`src/rtl/mstat_pkg.sv`:
```
package mstat_pkg;

  localparam int STAT_W = 16;
  localparam int RX_W   = 11;
  localparam int HI_W   = 4;
  localparam int MASK_W = 7;
  localparam int CODE_W = 4;

  typedef enum logic [1:0] {
    RXM_TONE = 2'b00,
    RXM_FSK  = 2'b01,
    RXM_QAM  = 2'b10,
    RXM_IDLE = 2'b11
  } rx_mode_e;

  typedef struct packed {
    logic rd_stat;
    logic rd_qam;
    logic rd_mask;
    logic wr_tx;
    logic wr_prog;
    logic wr_mask;
  } bus_ev_t;

  // Sticky set vector for bits 10..0 under the given mode (code bits excluded).
  function automatic logic [RX_W-1:0] rx_set_vec(
    input rx_mode_e m, input logic cp, input logic t1, input logic t2,
    input logic dtmf, input logic qam, input logic brk);
    logic [RX_W-1:0] s;
    s = '0;
    unique case (m)
      RXM_TONE: begin
        s[10] = cp | (t1 & t2);
        s[7]  = t2;
        s[6]  = t1;
        s[5]  = dtmf;
      end
      RXM_QAM: begin
        s[9] = qam;
        s[8] = brk;
      end
      default: s = '0;
    endcase
    return s;
  endfunction

  // Bits of 10..0 that carry stored meaning in each mode.
  function automatic logic [RX_W-1:0] rx_visible(input rx_mode_e m);
    unique case (m)
      RXM_TONE: return 11'b100_1110_1111;
      RXM_QAM:  return 11'b011_0000_0000;
      default:  return 11'b000_0000_0000;
    endcase
  endfunction

  // Stored bits cleared by a status read.
  localparam logic [RX_W-1:0] RX_RDCLR  = 11'b101_1110_0000;
  // Stored bit cleared by a QAM status read.
  localparam logic [RX_W-1:0] RX_QAMCLR = 11'b010_0000_0000;

  // Interrupt source groups, one per mask bit.
  function automatic logic [MASK_W-1:0] irq_sources(input logic [STAT_W-1:0] st);
    logic [MASK_W-1:0] g;
    g[0] = st[14];
    g[1] = st[13];
    g[2] = st[12];
    g[3] = st[11];
    g[4] = st[10];
    g[5] = |st[9:7];
    g[6] = |st[6:5];
    return g;
  endfunction

endpackage

```
`src/rtl/mstat_bus_dec.sv`:
```
module mstat_bus_dec
  import mstat_pkg::*;
#(
  parameter int              ADDR_W    = 8,
  parameter logic [ADDR_W-1:0] A_STAT  = 8'h30,
  parameter logic [ADDR_W-1:0] A_TXD   = 8'h31,
  parameter logic [ADDR_W-1:0] A_QAM   = 8'h32,
  parameter logic [ADDR_W-1:0] A_MASK  = 8'h33,
  parameter logic [ADDR_W-1:0] A_PROG  = 8'h34
) (
  input  logic [ADDR_W-1:0] addr_i,
  input  logic              rd_i,
  input  logic              wr_i,
  output bus_ev_t           ev_o
);
  always_comb begin
    ev_o.rd_stat = rd_i && (addr_i == A_STAT);
    ev_o.rd_qam  = rd_i && (addr_i == A_QAM);
    ev_o.rd_mask = rd_i && (addr_i == A_MASK);
    ev_o.wr_tx   = wr_i && (addr_i == A_TXD);
    ev_o.wr_prog = wr_i && (addr_i == A_PROG);
    ev_o.wr_mask = wr_i && (addr_i == A_MASK);
  end
endmodule

```
`src/rtl/mstat_tx_flags.sv`:
```
module mstat_tx_flags
  import mstat_pkg::*;
(
  input  logic            clk,
  input  logic            rst_n,
  input  logic            clr_req,
  input  bus_ev_t         bev,
  input  logic            ring_ev,
  input  logic            prog_ev,
  input  logic            txrdy_ev,
  input  logic            txund_ev,
  output logic [HI_W-1:0] hi_o
);
  logic ring_q, prog_q, rdy_q, und_q;

  // Ring is outside the soft-clear range; only hardware reset and status read touch it.
  always_ff @(posedge clk or negedge rst_n) begin
    if (!rst_n) ring_q <= 1'b0;
    else        ring_q <= (ring_q & ~bev.rd_stat) | ring_ev;
  end

  always_ff @(posedge clk or negedge rst_n) begin
    if (!rst_n) begin
      prog_q <= 1'b0;
      rdy_q  <= 1'b0;
      und_q  <= 1'b0;
    end else if (clr_req) begin
      prog_q <= 1'b0;
      rdy_q  <= 1'b0;
      und_q  <= 1'b0;
    end else begin
      prog_q <= (prog_q & ~bev.wr_prog) | prog_ev;
      rdy_q  <= (rdy_q  & ~bev.wr_tx)   | txrdy_ev;
      und_q  <= (und_q  & ~bev.wr_tx)   | txund_ev;
    end
  end

  assign hi_o = {ring_q, prog_q, rdy_q, und_q};

  assert_txrdy_clear_R2: assert property (@(posedge clk) disable iff (!rst_n)
    (bev.wr_tx && !txrdy_ev) |=> !rdy_q);
  assert_set_wins_R3: assert property (@(posedge clk) disable iff (!rst_n)
    (txund_ev && !clr_req) |=> und_q);
  assert_soft_clear_R4: assert property (@(posedge clk) disable iff (!rst_n)
    clr_req |=> (!prog_q && !rdy_q && !und_q));
  assert_ring_keep_R4: assert property (@(posedge clk) disable iff (!rst_n)
    (ring_q && !bev.rd_stat) |=> ring_q);
  assert_ring_set_R5: assert property (@(posedge clk) disable iff (!rst_n)
    ring_ev |=> ring_q);
  assert_prog_hold_R6: assert property (@(posedge clk) disable iff (!rst_n)
    (prog_q && !bev.wr_prog && !clr_req) |=> prog_q);
endmodule

```
`src/rtl/mstat_rx_flags.sv`:
```
module mstat_rx_flags
  import mstat_pkg::*;
(
  input  logic              clk,
  input  logic              rst_n,
  input  logic              clr_req,
  input  bus_ev_t           bev,
  input  logic [1:0]        mode_i,
  input  logic              cp_ev,
  input  logic              tone1_ev,
  input  logic              tone2_ev,
  input  logic              dtmf_ev,
  input  logic [CODE_W-1:0] dtmf_code,
  input  logic              qam_ev,
  input  logic              brk_ev,
  input  logic [3:0]        fsk_lvl,
  output logic [RX_W-1:0]   rx_o,
  output logic              mode_chg_o
);
  rx_mode_e        mode, mode_q;
  logic [RX_W-1:0] st_q, st_d, set_v, clr_v;
  logic            code_ld, any_set;

  assign mode       = rx_mode_e'(mode_i);
  assign mode_chg_o = (mode != mode_q);
  assign set_v      = rx_set_vec(mode, cp_ev, tone1_ev, tone2_ev, dtmf_ev, qam_ev, brk_ev);
  assign code_ld    = dtmf_ev && (mode == RXM_TONE);
  assign any_set    = (|set_v) || code_ld;

  always_comb begin
    clr_v = '0;
    if (bev.rd_stat) clr_v = clr_v | RX_RDCLR;
    if (bev.rd_qam)  clr_v = clr_v | RX_QAMCLR;
    if (mode_chg_o)  clr_v = '1;
  end

  always_comb begin
    st_d = (st_q & ~clr_v) | set_v;
    if (code_ld) st_d[CODE_W-1:0] = dtmf_code;
    if (clr_req) st_d = '0;
  end

  always_ff @(posedge clk or negedge rst_n) begin
    if (!rst_n) begin
      st_q   <= '0;
      mode_q <= RXM_TONE;
    end else begin
      st_q   <= st_d;
      mode_q <= mode;
    end
  end

  always_comb begin
    if (mode == RXM_FSK) rx_o = {fsk_lvl & {4{~clr_req}}, 7'b0};
    else                 rx_o = st_q & rx_visible(mode);
  end

  assert_tone_set_R7: assert property (@(posedge clk) disable iff (!rst_n)
    (mode == RXM_TONE && tone1_ev && !clr_req) |=> st_q[6]);
  assert_fsk_nostore_R8: assert property (@(posedge clk) disable iff (!rst_n)
    (mode == RXM_FSK && !mode_chg_o) |-> (st_q == '0));
  assert_qam_clear_R9: assert property (@(posedge clk) disable iff (!rst_n)
    (bev.rd_qam && !set_v[9]) |=> !st_q[9]);
  assert_mode_clear_R10: assert property (@(posedge clk) disable iff (!rst_n)
    (mode_chg_o && !any_set) |=> (st_q == '0));
  assert_idle_quiet_R13: assert property (@(posedge clk) disable iff (!rst_n)
    (mode == RXM_IDLE) |-> (rx_o == '0));
endmodule

```
`src/rtl/mstat_irq.sv`:
```
module mstat_irq
  import mstat_pkg::*;
(
  input  logic              clk,
  input  logic              rst_n,
  input  bus_ev_t           bev,
  input  logic [STAT_W-1:0] wdata_i,
  input  logic [STAT_W-1:0] stat_i,
  output logic [MASK_W-1:0] mask_o,
  output logic              irq_o
);
  logic [MASK_W-1:0] mask_q, src;

  always_ff @(posedge clk or negedge rst_n) begin
    if (!rst_n)           mask_q <= '0;
    else if (bev.wr_mask) mask_q <= wdata_i[MASK_W-1:0];
  end

  assign src    = irq_sources(stat_i);
  assign irq_o  = |(src & mask_q);
  assign mask_o = mask_q;

  assert_mask_off_R11: assert property (@(posedge clk) disable iff (!rst_n)
    (mask_q == '0) |-> !irq_o);
  assert_mask_load_R11: assert property (@(posedge clk) disable iff (!rst_n)
    bev.wr_mask |=> (mask_q == $past(wdata_i[MASK_W-1:0])));
endmodule

```
`src/rtl/mstat_reg.sv`:
```
module mstat_reg
  import mstat_pkg::*;
#(
  parameter int                ADDR_W = 8,
  parameter logic [ADDR_W-1:0] A_STAT = 8'h30,
  parameter logic [ADDR_W-1:0] A_TXD  = 8'h31,
  parameter logic [ADDR_W-1:0] A_QAM  = 8'h32,
  parameter logic [ADDR_W-1:0] A_MASK = 8'h33,
  parameter logic [ADDR_W-1:0] A_PROG = 8'h34
) (
  input  logic              clk,
  input  logic              rst_n,
  input  logic [ADDR_W-1:0] bus_addr,
  input  logic              bus_rd,
  input  logic              bus_wr,
  input  logic [15:0]       bus_wdata,
  output logic [15:0]       bus_rdata,
  input  logic              soft_clr,
  input  logic [1:0]        rx_mode,
  input  logic              ring_ev,
  input  logic              prog_ev,
  input  logic              txrdy_ev,
  input  logic              txund_ev,
  input  logic              cp_ev,
  input  logic              tone1_ev,
  input  logic              tone2_ev,
  input  logic              dtmf_ev,
  input  logic [3:0]        dtmf_code,
  input  logic              qam_ev,
  input  logic              brk_ev,
  input  logic [3:0]        fsk_lvl,
  output logic              irq
);
  bus_ev_t           bev;
  logic [HI_W-1:0]   hi_bits;
  logic [RX_W-1:0]   rx_bits;
  logic [STAT_W-1:0] stat_raw;
  logic [MASK_W-1:0] mask_val;
  logic              irq_w, mode_chg;
  logic [15:0]       rdata_q;

  mstat_bus_dec #(
    .ADDR_W(ADDR_W), .A_STAT(A_STAT), .A_TXD(A_TXD),
    .A_QAM(A_QAM), .A_MASK(A_MASK), .A_PROG(A_PROG)
  ) u_dec (
    .addr_i(bus_addr), .rd_i(bus_rd), .wr_i(bus_wr), .ev_o(bev)
  );

  mstat_tx_flags u_tx (
    .clk(clk), .rst_n(rst_n), .clr_req(soft_clr), .bev(bev),
    .ring_ev(ring_ev), .prog_ev(prog_ev), .txrdy_ev(txrdy_ev),
    .txund_ev(txund_ev), .hi_o(hi_bits)
  );

  mstat_rx_flags u_rx (
    .clk(clk), .rst_n(rst_n), .clr_req(soft_clr), .bev(bev),
    .mode_i(rx_mode), .cp_ev(cp_ev), .tone1_ev(tone1_ev),
    .tone2_ev(tone2_ev), .dtmf_ev(dtmf_ev), .dtmf_code(dtmf_code),
    .qam_ev(qam_ev), .brk_ev(brk_ev), .fsk_lvl(fsk_lvl),
    .rx_o(rx_bits), .mode_chg_o(mode_chg)
  );

  assign stat_raw = {1'b0, hi_bits, rx_bits};

  mstat_irq u_irq (
    .clk(clk), .rst_n(rst_n), .bev(bev), .wdata_i(bus_wdata),
    .stat_i(stat_raw), .mask_o(mask_val), .irq_o(irq_w)
  );

  always_ff @(posedge clk or negedge rst_n) begin
    if (!rst_n) rdata_q <= '0;
    else if (bus_rd) begin
      if (bev.rd_stat)      rdata_q <= {irq_w, stat_raw[14:0]};
      else if (bev.rd_mask) rdata_q <= {{(16-MASK_W){1'b0}}, mask_val};
      else                  rdata_q <= '0;
    end
  end

  assign bus_rdata = rdata_q;
  assign irq       = irq_w;

  assert_read_irq_R11: assert property (@(posedge clk) disable iff (!rst_n)
    bev.rd_stat |=> (bus_rdata[15] == $past(irq_w)));
  assert_read_other_R12: assert property (@(posedge clk) disable iff (!rst_n)
    (bus_rd && !bev.rd_stat && !bev.rd_mask) |=> (bus_rdata == 16'h0000));
  assert_read_ring_R5: assert property (@(posedge clk) disable iff (!rst_n)
    (bev.rd_stat && hi_bits[3]) |=> bus_rdata[14]);
endmodule

```
`config.mk`:
```
export PLATFORM = sky130hd
export DESIGN_NAME = mstat_reg
export DESIGN_NICKNAME = d
export VERILOG_FILES = /design/src/rtl/mstat_pkg.sv /design/src/rtl/mstat_bus_dec.sv /design/src/rtl/mstat_tx_flags.sv /design/src/rtl/mstat_rx_flags.sv /design/src/rtl/mstat_irq.sv /design/src/rtl/mstat_reg.sv
export SDC_FILE = /design/constraint.sdc
export NUM_CORES = 1
export LEC_CHECK = 0
export BUFFER_PORTS_ARGS = -buffer_cell sky130_fd_sc_hd__buf_2
export CAP_MARGIN = 10
export CORE_MARGIN = 4
export CORE_UTILIZATION = 52
export DETAILED_ROUTE_END_ITERATION = 16
export PLACE_DENSITY = 0.87
export SLEW_MARGIN = 20
export SYNTH_ARGS = -nofsm -noshare
export SYNTH_HDL_FRONTEND = slang
export SYNTH_SLANG_ARGS = --single-unit
```
`constraint.sdc`:
```
create_clock -name clk -period 3.2 [get_ports clk]
set_input_delay 0 -clock clk [delete_from_list [all_inputs] [get_ports clk]]
set_output_delay 0 -clock clk [all_outputs]
set_load 0.03 [all_outputs]
```
# --- Word-level counts from Yosys, hierarchy flattened ---
# Index checks and enable logic that the tools add are counted.
totals:
  reg_bits: 40
  in_bits: 49
  output_inout_bits: 17
classes:
  mux: 16
  eq_ne: 8
  bitwise: 20
  n_reduce_logical: 11
op_table:
  columns: ["op", "n"]
  rows:
  - ["$mux W11", 5]
  - ["$eq A8 B6 Y1 const B", 5]
  - ["$and A11 B11 Y11", 2]
  - ["$pmux W11 S2", 1]
  - ["$mux W16", 1]
  - ["$not A11 Y11", 1]
  - ["$or A11 B11 Y11", 1]
  - ["$mux W10", 1]
  - ["$and A7 B7 Y7", 1]
  - ["$logic_and A1 B1 Y1", 7]
  - ["$mux W7", 1]
  - ["$reduce_or A7 Y1", 1]
  - ["$and A1 B1 Y1", 5]
  - ["$or A1 B1 Y1", 5]
  - ["$and A4 B4 Y4", 1]
  - ["$mux W1", 4]
  - ["$mux W4", 1]
  - ["$not A1 Y1", 4]
  - ["$mux W3", 1]
  - ["$reduce_or A3 Y1", 1]
  - ["$eq A2 B1 Y1 const B", 1]
  - ["$eq A2 B2 Y1 const B", 1]
  - ["$logic_not A2 Y1", 1]
  - ["$mux W2", 1]
  - ["other kinds (2)", 2]

# --- Logic depth before layout (Yosys ltp) ---
depth:
  word_depth: 10
  ltp_mapped: 6

# --- Hierarchy ---
# Synthesis repeated with hierarchy kept, for this count alone.
hier_totals:
  cells_unflattened: 207
  hier_area_um2: 2035.7
modules_own_cells:
  columns: ["mod", "cells_per_inst", "instances", "area_per_inst_um2"]
  rows:
  - ["mstat_rx_flags", 76, 1, 720.7]
  - ["mstat_reg", 77, 1, 713.2]
  - ["mstat_irq", 20, 1, 327.8]
  - ["mstat_tx_flags", 19, 1, 186.4]
  - ["mstat_bus_dec", 15, 1, 87.6]

# --- Worst setup path after synthesis ---
# Ideal clock, no wire load.
synth_path:
  path_type: "reg-to-reg"
  from: "register u_rx.mode_q[0]"
  to: "register u_rx.st_q[9]"
  path_stages_with_launch: 5
  n_path_buf: 0
  slack_ps: 2053
  t_arrival_ps: 1069
  synth_period_minus_slack_ps: 1147
  t_required_ps: 3122
  path_cell_list: "dfrtp_1 > xor2_1 > nor2_2 > o311ai_0 > a21oi_1"
synth_via:
  elab_chain_len: 6
synth_lines:
  columns: ["element", "line_no", "rtl"]
  rows:
  - ["start, declared", "mstat_rx_flags.sv:20", "rx_mode_e mode, mode_q;"]
  - ["start signal, assigned", "mstat_rx_flags.sv:49", "mode_q <= mode;"]
  - ["$ne A2 B2 Y1", "mstat_rx_flags.sv:25", "assign mode_chg_o = (mode != mode_q);"]
  - ["$mux W11", "mstat_rx_flags.sv:34", "if (mode_chg_o) clr_v = '1;"]
  - ["$not A11 Y11", "mstat_rx_flags.sv:38", "st_d = (st_q & ~clr_v) | set_v;"]
  - ["$and A11 B11 Y11", "mstat_rx_flags.sv:38", null]
  - ["$or A11 B11 Y11", "mstat_rx_flags.sv:38", null]
  - ["$mux W11", "mstat_rx_flags.sv:40", "if (clr_req) st_d = '0;"]
  - ["named net u_rx.st_d[9]", "mstat_rx_flags.sv:21", "logic [RX_W-1:0] st_q, st_d, set_v, clr_v;"]
  - ["end signal, assigned", "mstat_rx_flags.sv:48", "st_q <= st_d;"]
  - ["end, declared", "mstat_rx_flags.sv:21", null]
# The timed path passes the listed nets, and every way through them passes these cells.
# A chain may end at the register's enable or synchronous reset.

# --- Worst setup path after layout ---
layout_path:
  from: "input port rx_mode[0]"
  to: "register u_rx.st_q[2]"
layout_via:
  elab_chain_len: 7
layout_lines:
  columns: ["element", "line_no", "rtl"]
  rows:
  - ["start, declared", "mstat_reg.sv:19", "input logic [1:0] rx_mode,"]
  - ["$ne A2 B2 Y1", "mstat_rx_flags.sv:25", null]
  - ["$mux W11", "mstat_rx_flags.sv:34", null]
  - ["$not A11 Y11", "mstat_rx_flags.sv:38", null]
  - ["$and A11 B11 Y11", "mstat_rx_flags.sv:38", null]
  - ["$or A11 B11 Y11", "mstat_rx_flags.sv:38", null]
  - ["$mux W4 *", "mstat_rx_flags.sv:39", "if (code_ld) st_d[CODE_W-1:0] = dtmf_code;"]
  - ["$mux W11 *", "mstat_rx_flags.sv:40", null]
  - ["named net u_rx.st_d[2]", "mstat_rx_flags.sv:21", null]
# The timed path passes the listed nets; every way through them passes the cells marked *.

==> results.md <==
* Status: finished clean
* HPWL Detailed at 3218 um
* Leak at 1.230 nW
* Max-cap violations at 0
* Tcrit/Tclk final at 77.20%
* Synthesized instance count at 150
* CP max-delay cell: dlygate4sd3_1
* Largest area contributor in the netlist: dfrtp_1
* Minimum clock period at 2470 ps
* Smallest hold slack at 44.76 ps
* Post-CTS setup buffers at 0
* Max Slew Vio Count at 0
* Ratio of cells with drive above 1 in the final layout at 31.43%
* Max Clock Skew at 3.615 ps
* Initial Utilization at 55.71%
* DRC viols at 0
* Sequential element share of the synthesized area at 55.56%
* Synth Area per Inst at 11.71 um2
* Worst-Margin Slew at 849.1 ps
* Final Power at 920.9 uW
* DR iter-0 viols at 147
* Iteration count of the initial detailed-routing pass at 4
* FF-to-FF End: u_rx.st_q[9]$_DFF_PN0_
* Worst reg-to-reg path cell count at 5
* Number of I/O pins at 66
* Post-route cell area at 2492 um2
* Number of vias per cell at 5.782
* Final WS setup at 729.6 ps
* Syn Nets at 199
* Fin util at 79.05%
* Total congestion overflow at 0
* Top cells by count, synth: dfrtp_1, a21oi_1, nor2_1
* Most numerous cell in the Yosys netlist: dfrtp_1
* Placed cell area at 2053 um2
* # H-tree levels at 2
* Syn-to-layout area delta at 41.88%
* Via count at 1671
* CP required at 3490 ps
* Area share of the largest cell type after synthesis at 55.56%
* Total wire length at 4875 um
* Post-synth EDFFs at 0
* Hold Path Depth at 3
* Clock Tree Buf Depth at 2
* Syn. warnings at 0
* Routed len/inst at 16.87 um
* Post-Place Cells at 244
* CTS tree: yes
* TritonCTS Buffers at 5
* Power per cell area at 369.5 nW/um2
* Final setup fails at 0
* Synth Register Bits at 39
* Nets at 293
* Rows at 20
* Setup crit start kind: input port
* Most common flop cell mapped by yosys: dfrtp_1
* FMAX at 404.8 MHz
* Final Wtd Congestion at 0.8098
* Data arrival, critical path at 2760 ps
* Ant diodes at 0
* Slowest Stage Delay on Critical Path at 610 ps
* Setup tns final at 0 ps
* First-pass GRT wire length at 8073 um
* Netlist cell types at 40
* Top cell by count, worst path: dlygate4sd3_1
* Layout Cells excl Fill at 289
* Antenna Nets Post-Route at 0
* Highest ir drop seen on vdd at 0.0002404 V
* Crit Path Class: in2reg
* Die area at 4372 um2
* Port Buffers at 56
* Vias in the first global route at 1689
* Clock Sinks at 39
* Clk_lat worst skew at 340 ps
* Reg clk slew, reported paths at 100 ps
* Pre-CTS setup slack at 1827 ps
* Hold path start: dtmf_ev
* Asr flop ratio synth at 100.0%
* Core ar. at 3153 um2
* Initial antenna violation count at 0
* Worst Setup End Kind: register
* RSZ-0062 raised after global routing: no
* HP Class: in2reg
* Crit path cell chain: dlygate4sd3_1 > buf_2 > nor2_1 > nand3_1 > dlygate4sd3_1 > a21oi_1 > dlygate4sd3_1
* Leading post-synthesis cells by cell area: dfrtp_1, a22o_1, mux2_2
* Fin. Hold Viols at 0
* FF+latch area at 975.9 um2
* FF-to-FF Start: u_rx.mode_q[0]$_DFF_PN0_
* Largest net degree at the start of global routing at 40
* GR Util All Layers at 24.83%
* Die H at 66.12 um
* Fillers at 213
* Worst Hold Path EP: u_rx.st_q[5]$_DFF_PN0_
* Mapped cell area at 1757 um2
* Multi-input gate area at 726.9 um2
* Flop2flop setup slack at 1300 ps
* Critical path fanouts, max at 13
* CTS root buf: clkbuf_4
* Die X at 66.12 um
* Max transition margin at 43.40%
routing by layer:
metal	up-vias	track usage [%]	routed length (um)
li1	770	-	-
met1	785	31.18	1988
met2	98	41.02	2355
met3	18	4.762	389
met4	0	11.68	141
met5	-	0	0
power breakdown:
group / internal (mW) / leakage, nW / switching [mW]
logic: 0.0615 / 0.664 / 0.0636
registers: 0.504 / 0.527 / 0.00965
clock network: 0.129 / 0.0386 / 0.153
layout make-up:
class                   count  share of cell area [%]
repair buffers             93                   26.10
flip-flops and latches     39                   39.16
clock buffers               8                   2.761
inverters                   4                  0.6024
multi-input cells         101                   29.17
well taps                  44                   2.209
worst max path at each step:
| stage | depth (start not counted) | from | to | slack (ps) |
|---|---|---|---|---|
| 6_report | 7 | rx_mode[0] | u_rx.st_q[2]$_DFF_PN0_ | 730 |
| 5_1_grt | 7 | rx_mode[0] | u_rx.st_q[2]$_DFF_PN0_ | 640 |
| 4_1_cts | 7 | rx_mode[0] | u_rx.st_q[2]$_DFF_PN0_ | 800 |
| 3_5_place_dp | 6 | rx_mode[0] | irq | 1830 |
| 3_3_place_gp | 6 | rx_mode[0] | irq | 1880 |
| 2_1_floorplan | 4 | u_rx.mode_q[0]$_DFF_PN0_ | u_rx.st_q[9]$_DFF_PN0_ | 2050 |
critical path: cells and delay by family:
kind / cells / cell delay (ps)
compound gates: 1 / 140
buf+inv: 4 / 1870
simple gates: 2 / 750
flip-flops by register name (all words and copies together), names as in the netlist:
name and count:
bus_rdata 16, u_irq.mask_o 7, u_rx.mode_q 2, u_rx.st_q 10, u_tx.prog_q 1, u_tx.rdy_q 1
u_tx.ring_q 1, u_tx.und_q 1
layout by cell type (no fill, tap or decap), drive strengths merged, types with 2 or more instances in the layout:
master        n
a21oi        11
a221o         4
a22o          9
a22oi         2
a31oi         3
a32o          4
a32oi         3
and3          4
buf          56
clkbuf        8
dfrtp        39
dlygate4sd3  37
inv           3
mux2          7
nand2         6
nand3        10
nand4         3
nor2         12
nor2b         2
nor4b         2
o211ai        2
o2bb2ai       2
o311ai        2
xor2          2
timing repair:
action,in CTS,in global routing
hold buffers,37,0
gates resized for setup,0,0
hold endpoints to repair,64,0
cell families (layout without fill, tap and decap cells):
| kind of cell | Yosys count | count (layout) | synth area share [%] |
|---|---|---|---|
| buffers and inverters | 10 | 105 | 3.062 |
| AND/OR/NAND/NOR | 46 | 46 | 15.81 |
| AO/OA/AOI/OAI | 46 | 46 | 20.09 |
| multiplexers | 7 | 7 | 4.487 |
| flip-flops | 39 | 39 | 55.56 |
| XOR/XNOR | 2 | 2 | 0.9973 |
No activity file was read; power rests on OpenSTA's default activity.
